--- config.mk ---
export PLATFORM = sky130hd
export DESIGN_NAME = cmpl_scratchpad
export DESIGN_NICKNAME = d
export VERILOG_FILES = /design/src/rtl/scrp_pkg.sv /design/src/rtl/scrp_access_ctl.sv /design/src/rtl/scrp_store.sv /design/src/rtl/scrp_out_stage.sv /design/src/rtl/cmpl_scratchpad.sv
export SDC_FILE = /design/constraint.sdc
export NUM_CORES = 1
export LEC_CHECK = 0
export BUFFER_PORTS_ARGS = -buffer_cell sky130_fd_sc_hd__buf_4
export CAP_MARGIN = 20
export CORE_MARGIN = 2
export CORE_UTILIZATION = 49
export CTS_CLUSTER_DIAMETER = 40
export CTS_CLUSTER_SIZE = 20
export DETAILED_ROUTE_END_ITERATION = 8
export GPL_ROUTABILITY_DRIVEN = 0
export PLACE_DENSITY_LB_ADDON = 0.05
export SLEW_MARGIN = 10
export SYNTH_ARGS = -nofsm -noshare
export SYNTH_HDL_FRONTEND = slang
export SYNTH_SLANG_ARGS = --single-unit
export TNS_END_PERCENT = 50
--- constraint.sdc ---
create_clock -name clk -period 3.1 [get_ports clk]
set_clock_uncertainty 0.1 [all_clocks]
set_input_delay 0.31 -clock clk [delete_from_list [all_inputs] [get_ports clk]]
set_output_delay 0.31 -clock clk [all_outputs]
set_load 0.005 [all_outputs]
--- src/rtl/scrp_pkg.sv ---
package scrp_pkg;

  typedef enum logic [1:0] {
    ACC_IDLE  = 2'd0,
    ACC_READ  = 2'd1,
    ACC_WRITE = 2'd2
  } acc_kind_e;

endpackage

--- src/rtl/scrp_access_ctl.sv ---
module scrp_access_ctl
  import scrp_pkg::*;
#(
  parameter int ADDR_W = 4
) (
  input  logic              clk,
  input  logic              rst,
  input  logic              en_n,
  input  logic              we_n,
  input  logic [ADDR_W-1:0] addr,
  output acc_kind_e         kind,
  output logic [ADDR_W-1:0] sel_addr,
  output logic [ADDR_W-1:0] lat_addr
);

  // enable history: 1 = disabled in the previous sampled cycle
  logic en_hist;
  logic start;

  assign start    = !en_n && en_hist;
  assign sel_addr = start ? addr : lat_addr;

  always_comb begin
    if (rst || en_n) begin
      kind = ACC_IDLE;
    end else if (we_n) begin
      kind = ACC_READ;
    end else begin
      kind = ACC_WRITE;
    end
  end

  always_ff @(posedge clk) begin
    if (rst) begin
      en_hist  <= 1'b1;
      lat_addr <= '0;
    end else begin
      en_hist <= en_n;
      if (start) begin
        lat_addr <= addr;
      end
    end
  end

endmodule

--- src/rtl/scrp_store.sv ---
module scrp_store #(
  parameter int ADDR_W = 4,
  parameter int DATA_W = 4
) (
  input  logic              clk,
  input  logic              wr_en,
  input  logic [ADDR_W-1:0] wr_addr,
  input  logic [DATA_W-1:0] wr_data,
  input  logic [ADDR_W-1:0] rd_addr,
  output logic [DATA_W-1:0] rd_data
);

  localparam int DEPTH = 1 << ADDR_W;

  logic [DEPTH-1:0][DATA_W-1:0] words;

  // one register per word, each with its own decoded write strobe
  for (genvar gi = 0; gi < DEPTH; gi++) begin : g_word
    logic hit;
    assign hit = wr_en && (wr_addr == ADDR_W'(gi));
    always_ff @(posedge clk) begin
      if (hit) begin
        words[gi] <= wr_data;
      end
    end
  end

  assign rd_data = words[rd_addr];

endmodule

--- src/rtl/scrp_out_stage.sv ---
module scrp_out_stage
  import scrp_pkg::*;
#(
  parameter int DATA_W = 4
) (
  input  logic              clk,
  input  logic              rst,
  input  acc_kind_e         kind,
  input  logic [DATA_W-1:0] rd_data,
  output logic [DATA_W-1:0] dout,
  output logic              dout_oe
);

  always_ff @(posedge clk) begin
    if (rst) begin
      dout_oe <= 1'b0;
      dout    <= '0;
    end else if (kind == ACC_READ) begin
      dout_oe <= 1'b1;
      dout    <= ~rd_data;
    end else begin
      dout_oe <= 1'b0;
      dout    <= '0;
    end
  end

endmodule

--- src/rtl/cmpl_scratchpad.sv ---
module cmpl_scratchpad
  import scrp_pkg::*;
#(
  parameter int ADDR_W = 4,
  parameter int DATA_W = 4
) (
  input  logic              clk,
  input  logic              rst,
  input  logic              en_n,
  input  logic              we_n,
  input  logic [ADDR_W-1:0] addr,
  input  logic [DATA_W-1:0] din,
  output logic [DATA_W-1:0] dout,
  output logic              dout_oe
);

  acc_kind_e         kind;
  logic [ADDR_W-1:0] sel_addr;
  logic [ADDR_W-1:0] lat_addr;
  logic [DATA_W-1:0] rd_data;

  scrp_access_ctl #(.ADDR_W(ADDR_W)) u_ctl (
    .clk      (clk),
    .rst      (rst),
    .en_n     (en_n),
    .we_n     (we_n),
    .addr     (addr),
    .kind     (kind),
    .sel_addr (sel_addr),
    .lat_addr (lat_addr)
  );

  scrp_store #(.ADDR_W(ADDR_W), .DATA_W(DATA_W)) u_store (
    .clk     (clk),
    .wr_en   (kind == ACC_WRITE),
    .wr_addr (sel_addr),
    .wr_data (din),
    .rd_addr (sel_addr),
    .rd_data (rd_data)
  );

  scrp_out_stage #(.DATA_W(DATA_W)) u_out (
    .clk     (clk),
    .rst     (rst),
    .kind    (kind),
    .rd_data (rd_data),
    .dout    (dout),
    .dout_oe (dout_oe)
  );

endmodule

==> results of run 1 <==
-- worst min-delay path by stage --
stage | end | slack, ns
6_report | u_ctl.lat_addr[1]$_SDFF_PP0_ | 0.05
3_5_place_dp | u_ctl.lat_addr[0]$_SDFF_PP0_ | 0.42
3_3_place_gp | u_ctl.lat_addr[1]$_SDFF_PP0_ | 0.42
2_1_floorplan | u_ctl.lat_addr[1]$_SDFF_PP0_ | 0.28
5_1_grt | u_ctl.lat_addr[1]$_SDFF_PP0_ | 0.05
4_1_cts | u_ctl.lat_addr[1]$_SDFF_PP0_ | 0.05
-- cell usage after synthesis, drive strengths merged --
cell	n	area, um2
a31oi	4	67.6
nand2b	4	32.5
nand2	12	45.0
nor4bb	1	16.3
buf	14	119
edfxtp	64	1920
o22ai	4	25.0
and4b	1	10.0
or2	2	15.0
nor4	8	50.1
clkbuf	2	15.0
nor3	33	165
dfxtp	10	200
mux2i	66	664
nor2	85	329
nor2b	1	6.26
nor3b	1	7.51
inv	3	11.3
nor4b	1	8.76
o21ai	1	5.00
and4bb	1	12.5
a21oi	2	13.8
-- where the power goes --
group          internal, mW  total, mW  switching, mW
combinational        0.0842      0.210          0.126
sequential             1.09       1.11         0.0184
clock                 0.288      0.648          0.360
total                  1.46       1.97          0.505
-- per-stage QoR --
step / instances / hold slack (ns) / utilization, %
2_1_floorplan: 320 / 0.279 / -
5_1_grt: 437 / 0.0531 / 55.1
4_1_cts: 437 / 0.0460 / 55.1
6_report: 437 / 0.0525 / 55.1
3_5_place_dp: 421 / 0.419 / 52.8
3_3_place_gp: 421 / 0.417 / 52.8
-- registers in the layout, summed over array words and instances, names as in the netlist --
register	cells
u_ctl.lat_addr	4
u_ctl.en_hist	1
u_out.dout	4
u_out.dout_oe	1
u_store.words	64
-- final cells by class --
cell class	instances	area [um2]
Multi-Input combinational cell	227	1480
Tap cell	99	124
Sequential cell	74	2120
Clock inverter	7	46.3
Clock buffer	9	124
Inverter	3	11.3
Fill cell	650	3290
Timing Repair Buffer	18	135
-- metal layers --
metal  share of wire (%)  vias to the layer above
met3                 4.3                       16
met1                  42                     1225
met2                  52                       69
met5                   0                        -
li1                    -                     1189
met4                 2.1                        0
-- kinds of logic after synthesis --
| logic type | count (synthesis) | share of synthesized area, % |
|---|---|---|
| buffers and inverters | 19 | 3.88 |
| AOI/OAI and AO/OA | 11 | 2.98 |
| and+or+nand+nor | 150 | 18.7 |
| DFF | 74 | 56.7 |
| muxes | 66 | 17.8 |
==> results.yml, run 1 <==
worst_setup_path:
  end_kind: "flop"
  reg2reg_depth: 5
  crit_start: "u_ctl.en_hist$_SDFF_PP1_"
  slowest_delay_ns: 0.47
  worstReg2RegEnd: "u_store.words[38]$_DFFE_PP_"
  r2r_slack_ns: 0.74
  start_kind: "flop"
  cp_cell_sequence: "nor2b_2, buf_4, a21oi_2, nand2b_1, nor2_1"
  path_depth: 5
  path_buf_inv: 1
  worst_path_max_delay_cell: "dfxtp_1"
  endpoint: "u_store.words[38]$_DFFE_PP_"
  crit_family: "simple AND/OR/NAND/NOR gates"
  crit_required_ns: 3.00
  critPathMaxFanout: 35
  r2r_start: "u_ctl.en_hist$_SDFF_PP1_"
  worst_ep_arrival_time_ns: 2.26
  timing_worst_setup_path_type: "reg2reg"
sta:
  fin_tns_setup_ns: 0
  fin_crit_sh_pct: 76.3
  slew_headroom_pct: 40.0
  finalHoldViolCount: 0
  finalSetupViolCount: 0
  slew_viol_final: 0
  fmax_mhz: 423
  setup_ws_ns: 0.736
  tightestPinTransition_ns: 0.901
  layout_min_cycle_time_ns: 2.36
  rsz0062_at_grt: "no"
final_layout:
  diodes: 0
  layout_common_cells: "nor2_1, mux2i_1, edfxtp_1, nor3_1, buf_4"
  layout-drive-gt1-share_pct: 15.1
  final_nets: 345
  area_growth_pct: 7.99
  final_common_cell: "nor2_1"
  final_cell_area_mm2: 0.00404
hold_path:
  min_path_cells: 2
  holdCritStartpoint: "rst"
  hold_path_class: "in2reg"
global_route:
  grt_max_degree: 40
  grt_pass1_vias: 2443
  globalRouteOverflowTotal: 0
  grt_usage_pct: 21.3
  grt.met1_usage_pct: 27.5
  use_met3_pct: 3.82
  antenna_found_initial: 0
  grt.busiest_layer: "met2"
  met2_usage_pct: 35.4
  grt_pass1_wl_mm: 13.1
power:
  p_leak_nw: 1.42
  total_power_mw: 1.97
  powerDensity_mw_per_mm2: 487
  ir_worst_vdd_mv: 0.241
detailed_routing:
  post_drt_wl_per_cell_um: 19.1
  viasPerCell: 5.72
  dr.first_iter.drc_count: 222
  ant_nets: 0
  num_vias: 2499
  wirelength_mm: 8.35
  firstDrtPassIters: 4
  drc: 0
floorplanning:
  start_util_pct: 51.0
  die_h_um: 91.4
  core_mm2: 0.00733
  die_area_mm2: 0.00835
  die_x_um: 91.4
  pin_count: 17
  rows: 31
run_status:
  status: "finished, final reports clean"
run:
  max-cap-violations: 0
logic_synthesis:
  synth_area_per_cell_um2: 11.7
  syn_inst: 320
  synth_fp_nets: 332
  synth_warnings: 0
  yosysSeqAreaShare_pct: 56.7
  synth_cell_type_count: 31
  synth_area_mm2: 0.00374
  ys_seq_elements: 74
cts:
  clock_sinks: 74
  post_cts_buffers: 0
  cts_buffer_depth: 2
  cts_tree: "yes"
  cts_buffers: 9
  htree_levels: 3
  clkTransAtPathRegs_ns: 0.08
  clock_latency_ns: 0.35
  root_buffer: "clkbuf_8"
  ctsResizeCount: 0
  holdBufCountCts: 0
placed_design:
  dpl_cell_area_mm2: 0.00387
  hpwl_mm: 5.69
  pre_cts_slack_ns: 0.764
  numPortBuffers: 16
No activity file was read; power rests on OpenSTA's default activity.
==> run 2, diff against run 1 <==
ABC_AREA = 1   (was not set)
clock period = 2.05 ns   (was 3.1 ns; I/O delays follow)
==> run 2 against run 1 <==
Compared with the run above: synthesized cell count is 16% higher; flip-flop and latch count stayed put; via count is 7.4% lower; first-iteration DRC count is 55% lower; synthesized area is 10% lower; cell count is 11% higher; register-to-register slack worse by 0.64 ns; wire length is 19% lower; critical path depth is 2 higher; hold slack better by 0.051 ns.
==> results.yml, run 2 <==
final_layout:
  fin_cells: 487
  largest_reg_flops: 64
  final_common_cell: "nand2_1"
  layout-drive-gt1-share_pct: 14.0
  multi_input_area_um2: 965
  final_nets: 415
  n_fill_cell: 613
  reg.largest.list: "u_store.words x64, u_ctl.lat_addr x4, u_out.dout x4"
  area_growth_pct: 13.9
  regArea_mm2: 0.00212
  layout_common_cells: "nand2_1, inv_1, edfxtp_1, buf_4, nand3_1"
  fin_util_pct: 57.0
  diodes: 0
  regMostFlops: "u_store.words"
cts:
  root_buffer: "clkbuf_8"
  clock_latency_ns: 0.35
  cts_tree: "yes"
  cts_buffer_depth: 2
  cts_buffers: 9
  clock_sinks: 74
  htree_levels: 3
  clkTransAtPathRegs_ns: 0.07
power:
  p_leak_nw: 1.79
  powerDensity_mw_per_mm2: 757
  ir_worst_vdd_mv: 0.441
detailed_routing:
  wirelength_mm: 6.79
  dr.first_iter.drc_count: 101
  ant_nets: 0
  post_drt_wl_per_cell_um: 13.9
  firstDrtPassIters: 4
  num_vias: 2314
  drc: 0
  viasPerCell: 4.75
worst_setup_path:
  reg2reg_depth: 6
  start_kind: "input pin"
  critPathMaxFanout: 5
  end_kind: "flop"
  worstReg2RegEnd: "u_store.words[55]$_DFFE_PP_"
  r2r_start: "u_ctl.en_hist$_SDFF_PP1_"
  r2r_slack_ns: 0.10
  crit_required_ns: 1.99
  timing_worst_setup_path_type: "in2reg"
  slowest_delay_ns: 0.53
  worst_ep_arrival_time_ns: 1.98
  cp_cell_sequence: "dlygate4sd3_1, buf_4, inv_1, nand2_1, nor2_1, nand3_1, nor2_2"
  worst_path_max_delay_cell: "dlygate4sd3_1"
logic_synthesis:
  ys.flop_type: "edfxtp_1"
  synth_cell_type_count: 15
  syn_inst: 372
  ys_seq_elements: 74
  synth-async-reset-ratio_pct: 0
  synth_top_area_share_pct: 57.2
  synth-edff-count: 64
  yosysSeqAreaShare_pct: 63.1
  synth_area_mm2: 0.00336
  synth_commonest_cells: "nand2_1, inv_1, edfxtp_1, nor2_1, nand3_1"
  synth_fp_nets: 384
  synth_warnings: 0
  synth_area_leaders: "edfxtp_1, nand2_1, inv_1"
  synth_top_area_cell: "edfxtp_1"
  post-synth-top-count-cell: "nand2_1"
  synth_area_per_cell_um2: 9.04
sta:
  finalHoldViolCount: 0
  fin_tns_setup_ns: 0
  whs_ns: 0.104
  fin_crit_sh_pct: 99.7
  finalSetupViolCount: 0
  tightestPinTransition_ns: 0.372
  layout_min_cycle_time_ns: 2.04
  slew_viol_final: 0
  fmax_mhz: 489
  slew_headroom_pct: 75.1
  rsz0062_at_grt: "yes"
floorplanning:
  die_x_um: 86.8
  die_area_mm2: 0.00754
  pin_count: 17
  core_mm2: 0.00672
  start_util_pct: 50.0
  rows: 30
  die_h_um: 86.8
global_route:
  grt_pass1_vias: 2184
  globalRouteOverflowTotal: 0
  grt_pass1_wl_mm: 10.6
  grt_max_degree: 21
  grt_usage_pct: 19.5
  antenna_found_initial: 0
placed_design:
  numPortBuffers: 16
  place_inst: 470
  hpwl_mm: 4.58
hold_path:
  hold_path_class: "in2reg"
  min_path_cells: 1
  holdCritStartpoint: "din[1]"
  whs_endpoint: "u_store.words[5]$_DFFE_PP_"
run_status:
  status: "finished, final reports clean"
run:
  max-cap-violations: 0
## run 2: cell types whose count changed in the layout (fill, tap and decap cells not counted), sizes merged, moves of 4 or more
cell / delta
a31oi: -4
buf: +11
inv: +64
mux2i: -66
nand2: +133
nand2b: -4
nand3: +27
nand3b: +12
nor2: -52
nor3: -33
nor4: -8
o22ai: -4
## run 2: cell families after synthesis
group	after synthesis	share of synthesized area [%]
AO/OA/AOI/OAI	3	0.782
buffers and inverters	78	9.30
flip-flops	74	63.1
AND/OR/NAND/NOR	217	26.8
## run 2: critical path: cells and delay by family
family	cells	cell delay (ns)
AND/OR/NAND/NOR	4	1.02
buffers and inverters	3	0.75
## run 2: worst max path at each step
stage,from,end,slack [ns],cells past startpoint
6_report,rst,u_store.words[45]$_DFFE_PP_,0.006,7
3_3_place_gp,en_n,u_store.words[61]$_DFFE_PP_,0.13,8
3_5_place_dp,en_n,u_store.words[56]$_DFFE_PP_,0.09,8
5_1_grt,en_n,u_store.words[5]$_DFFE_PP_,-0.11,7
2_1_floorplan,u_ctl.en_hist$_SDFF_PP1_,u_store.words[16]$_DFFE_PP_,0.35,7
4_1_cts,rst,u_store.words[42]$_DFFE_PP_,0.03,7
## run 2: report_power, final
| part | switching (mW) | internal, mW | total [mW] |
|---|---|---|---|
| sequential | 0.00464 | 1.65 | 1.65 |
| clock | 0.504 | 0.418 | 0.922 |
| combinational | 0.213 | 0.109 | 0.322 |
| total | 0.721 | 2.18 | 2.90 |
## run 2: area by class of cell
class                      instances  area share, %
tap                               80           2.61
timing repair buffer              31           6.21
sequential                        74           55.4
clock buffer                      10           3.33
inverter                          67           6.63
clock inverter                     5          0.588
multi-input combinational        220           25.2
## run 2: timing repair
| action | CTS | global route |
|---|---|---|
| hold endpoints to repair | 5 | 0 |
| setup buffers | 0 | 0 |
| endpoints found under the setup margin | 0 | 60 |
| resized for setup | 0 | 13 |
| hold buffers | 2 | 0 |
## run 2: per-stage QoR
stage | instance area (um2) | setup slack, ns | power (mW)
after floorplan | 3360 | 0.346 | 1.89
after global placement | 3620 | 0.128 | 2.00
after detailed placement | 3620 | 0.0922 | 2.00
after CTS | 3790 | 0.0258 | 2.91
after global routing | 3830 | -0.109 | 3.01
final | 3830 | 0.00587 | 2.90
## run 2: routing by layer
| layer | share of wire [%] | track usage (%) | vias up |
|---|---|---|---|
| li1 | - | - | 1214 |
| met1 | 50 | 26.5 | 1041 |
| met2 | 44 | 29.7 | 48 |
| met3 | 4.1 | 3.81 | 11 |
| met4 | 2.0 | 10.2 | 0 |
| met5 | 0 | 0 | - |
==> run 3, diff against run 2 <==
REMOVE_ABC_BUFFERS = 1   (was not set)
==> run 3 against run 2 <==
Compared with the run above: the flow now finishes with violations (negative setup slack); core utilization rose by 0.17 points; non-clock buffer count rose by 1; combinational power rose by 3%; global-route usage rose by 1.5 points; hold slack improved by 0.0024 ns; first-iteration DRC count rose by 100%; critical endpoint is now u_store.words[26]$_DFFE_PP_; largest cell class unchanged.
==> results.yml, run 3 (same netlist as run 2, synthesis figures left out) <==
worst_setup_path:
  crit_required_ns: 1.96
  slowest_delay_ns: 0.54
  end_kind: "flop"
  crit_family: "buffers and inverters"
  start_kind: "input pin"
  worst_path_max_delay_cell: "dlygate4sd3_1"
  worst_ep_arrival_time_ns: 1.98
  critPathMaxFanout: 8
  r2r_slack_ns: 0.20
  cp_cell_sequence: "dlygate4sd3_1, buf_4, inv_2, nand2_4, o21ai_4, nand3_1, nor2_1"
  path_buf_inv: 3
  timing_worst_setup_path_type: "in2reg"
run_status:
  status: "complete, but fails checks"
  violations: "negative setup slack"
global_route:
  antenna_found_initial: 0
  grt_pass1_vias: 2266
  grt_pass1_wl_mm: 11.4
  grt_usage_pct: 21.1
  grt_max_degree: 21
  globalRouteOverflowTotal: 0
sta:
  slew_viol_final: 0
  whs_ns: 0.106
  slew_headroom_pct: 74.1
  tightestPinTransition_ns: 0.388
  finalSetupViolCount: 4
  layout_min_cycle_time_ns: 2.07
  fmax_mhz: 482
  rsz0062_at_grt: "yes"
  finalHoldViolCount: 0
  fin_crit_sh_pct: 101
  setup_ws_ns: -0.0239
detailed_routing:
  wirelength_mm: 7.03
  firstDrtPassIters: 5
  ant_nets: 0
  dr.first_iter.drc_count: 202
  num_vias: 2310
  post_drt_wl_per_cell_um: 14.4
  drc: 0
  viasPerCell: 4.72
hold_path:
  hold_path_class: "in2reg"
final_layout:
  final_nets: 416
  area_growth_pct: 14.2
  reg.largest.list: "u_store.words x64, u_ctl.lat_addr x4, u_out.dout x4"
  diodes: 0
  regMostFlops: "u_store.words"
  layout_common_cells: "nand2_1, inv_1, edfxtp_1, buf_4, nand3_1"
  fin_util_pct: 57.2
  largest_reg_flops: 64
  final_common_cell: "nand2_1"
  layout-drive-gt1-share_pct: 14.2
  fin_cells: 489
cts:
  htree_levels: 3
  clock_sinks: 74
  cts_buffers: 9
  cts_tree: "yes"
  clock_latency_ns: 0.35
  cts_buffer_depth: 2
  post_cts_buffers: 0
  root_buffer: "clkbuf_8"
  clkTransAtPathRegs_ns: 0.08
power:
  pwr-share-clk_pct: 32.4
  p_sw_mw: 0.748
  seq_power_share_pct: 56.3
  p_int_mw: 2.19
  powerDensity_mw_per_mm2: 765
  comb_power_share_pct: 11.3
  total_power_mw: 2.94
  p_sw_share_pct: 25.5
  p_leak_nw: 1.80
  ir_worst_vdd_mv: 0.430
placed_design:
  pre_cts_slack_ns: 0.211
  numPortBuffers: 16
  place_inst: 471
  hpwl_mm: 4.82
floorplanning:
  core_mm2: 0.00672
  die_x_um: 86.8
  die_area_mm2: 0.00754
  pin_count: 17
  start_util_pct: 50.0
  rows: 30
  die_h_um: 86.8
run:
  max-cap-violations: 0
-- run 3: cell count changes in the layout (fill, tap and decap cells not counted), sizes merged --
cell	previous run	this run
clkinvlp	0	2
buf	29	30
clkinv	5	4
-- run 3: final timing paths --
path / start / endpoint / cells after the start
hold reg to reg: u_ctl.lat_addr[2]$_SDFF_PP0_ / u_ctl.lat_addr[2]$_SDFF_PP0_ / 4
setup reg to reg: u_ctl.en_hist$_SDFF_PP1_ / u_store.words[26]$_DFFE_PP_ / 4
setup / recovery: en_n / u_store.words[26]$_DFFE_PP_ / 7
hold / removal: din[2] / u_store.words[10]$_DFFE_PP_ / 1
-- run 3: repair_timing --
item,4_1_cts,5_1_grt
resized for setup,0,11
hold buffers,2,0
setup endpoints to repair,0,62
endpoints found under the hold margin,5,0
-- run 3: per-stage QoR --
step,TNS [ns],cell area (um2)
after floorplan,-5.26,3300
after detailed placement,0,3630
after global placement,0,3630
after CTS,0,3810
after global routing,-3.45,3840
final,-0.0774,3840
-- run 3: routing by layer --
layer	up-vias	track usage, %	routed length, um
met5	-	0	0
met4	0	9.66	116
met3	10	3.71	476
met2	64	30.3	2930
met1	1023	31.1	3500
li1	1213	-	-
-- run 3: cell type report --
class,count,area (um2)
Multi-Input combinational cell,220,957
Inverter,67,254
Clock inverter,6,33.8
Sequential cell,74,2120
Tap cell,80,100
Timing Repair Buffer,32,245
Fill cell,621,2880
Clock buffer,10,128
-- run 3: power by group through the flow --
| stage | combinational, mW | clock, mW | sequential, mW |
|---|---|---|---|
| after CTS | 0.330 | 0.972 | 1.65 |
| after detailed placement | 0.326 | 0 | 1.69 |
| after global placement | 0.327 | 0 | 1.69 |
| final | 0.332 | 0.953 | 1.65 |
| after global routing | 0.378 | 1.03 | 1.65 |
| after floorplan | 0.182 | 0 | 1.69 |
-- run 3: worst register-to-register path: stages, from the launching register on --
cell and delay (ns):
dfxtp_1 0.39, nand2_4 0.10, o21ai_4 0.26, nand3_1 0.27
nor2_1 0.40
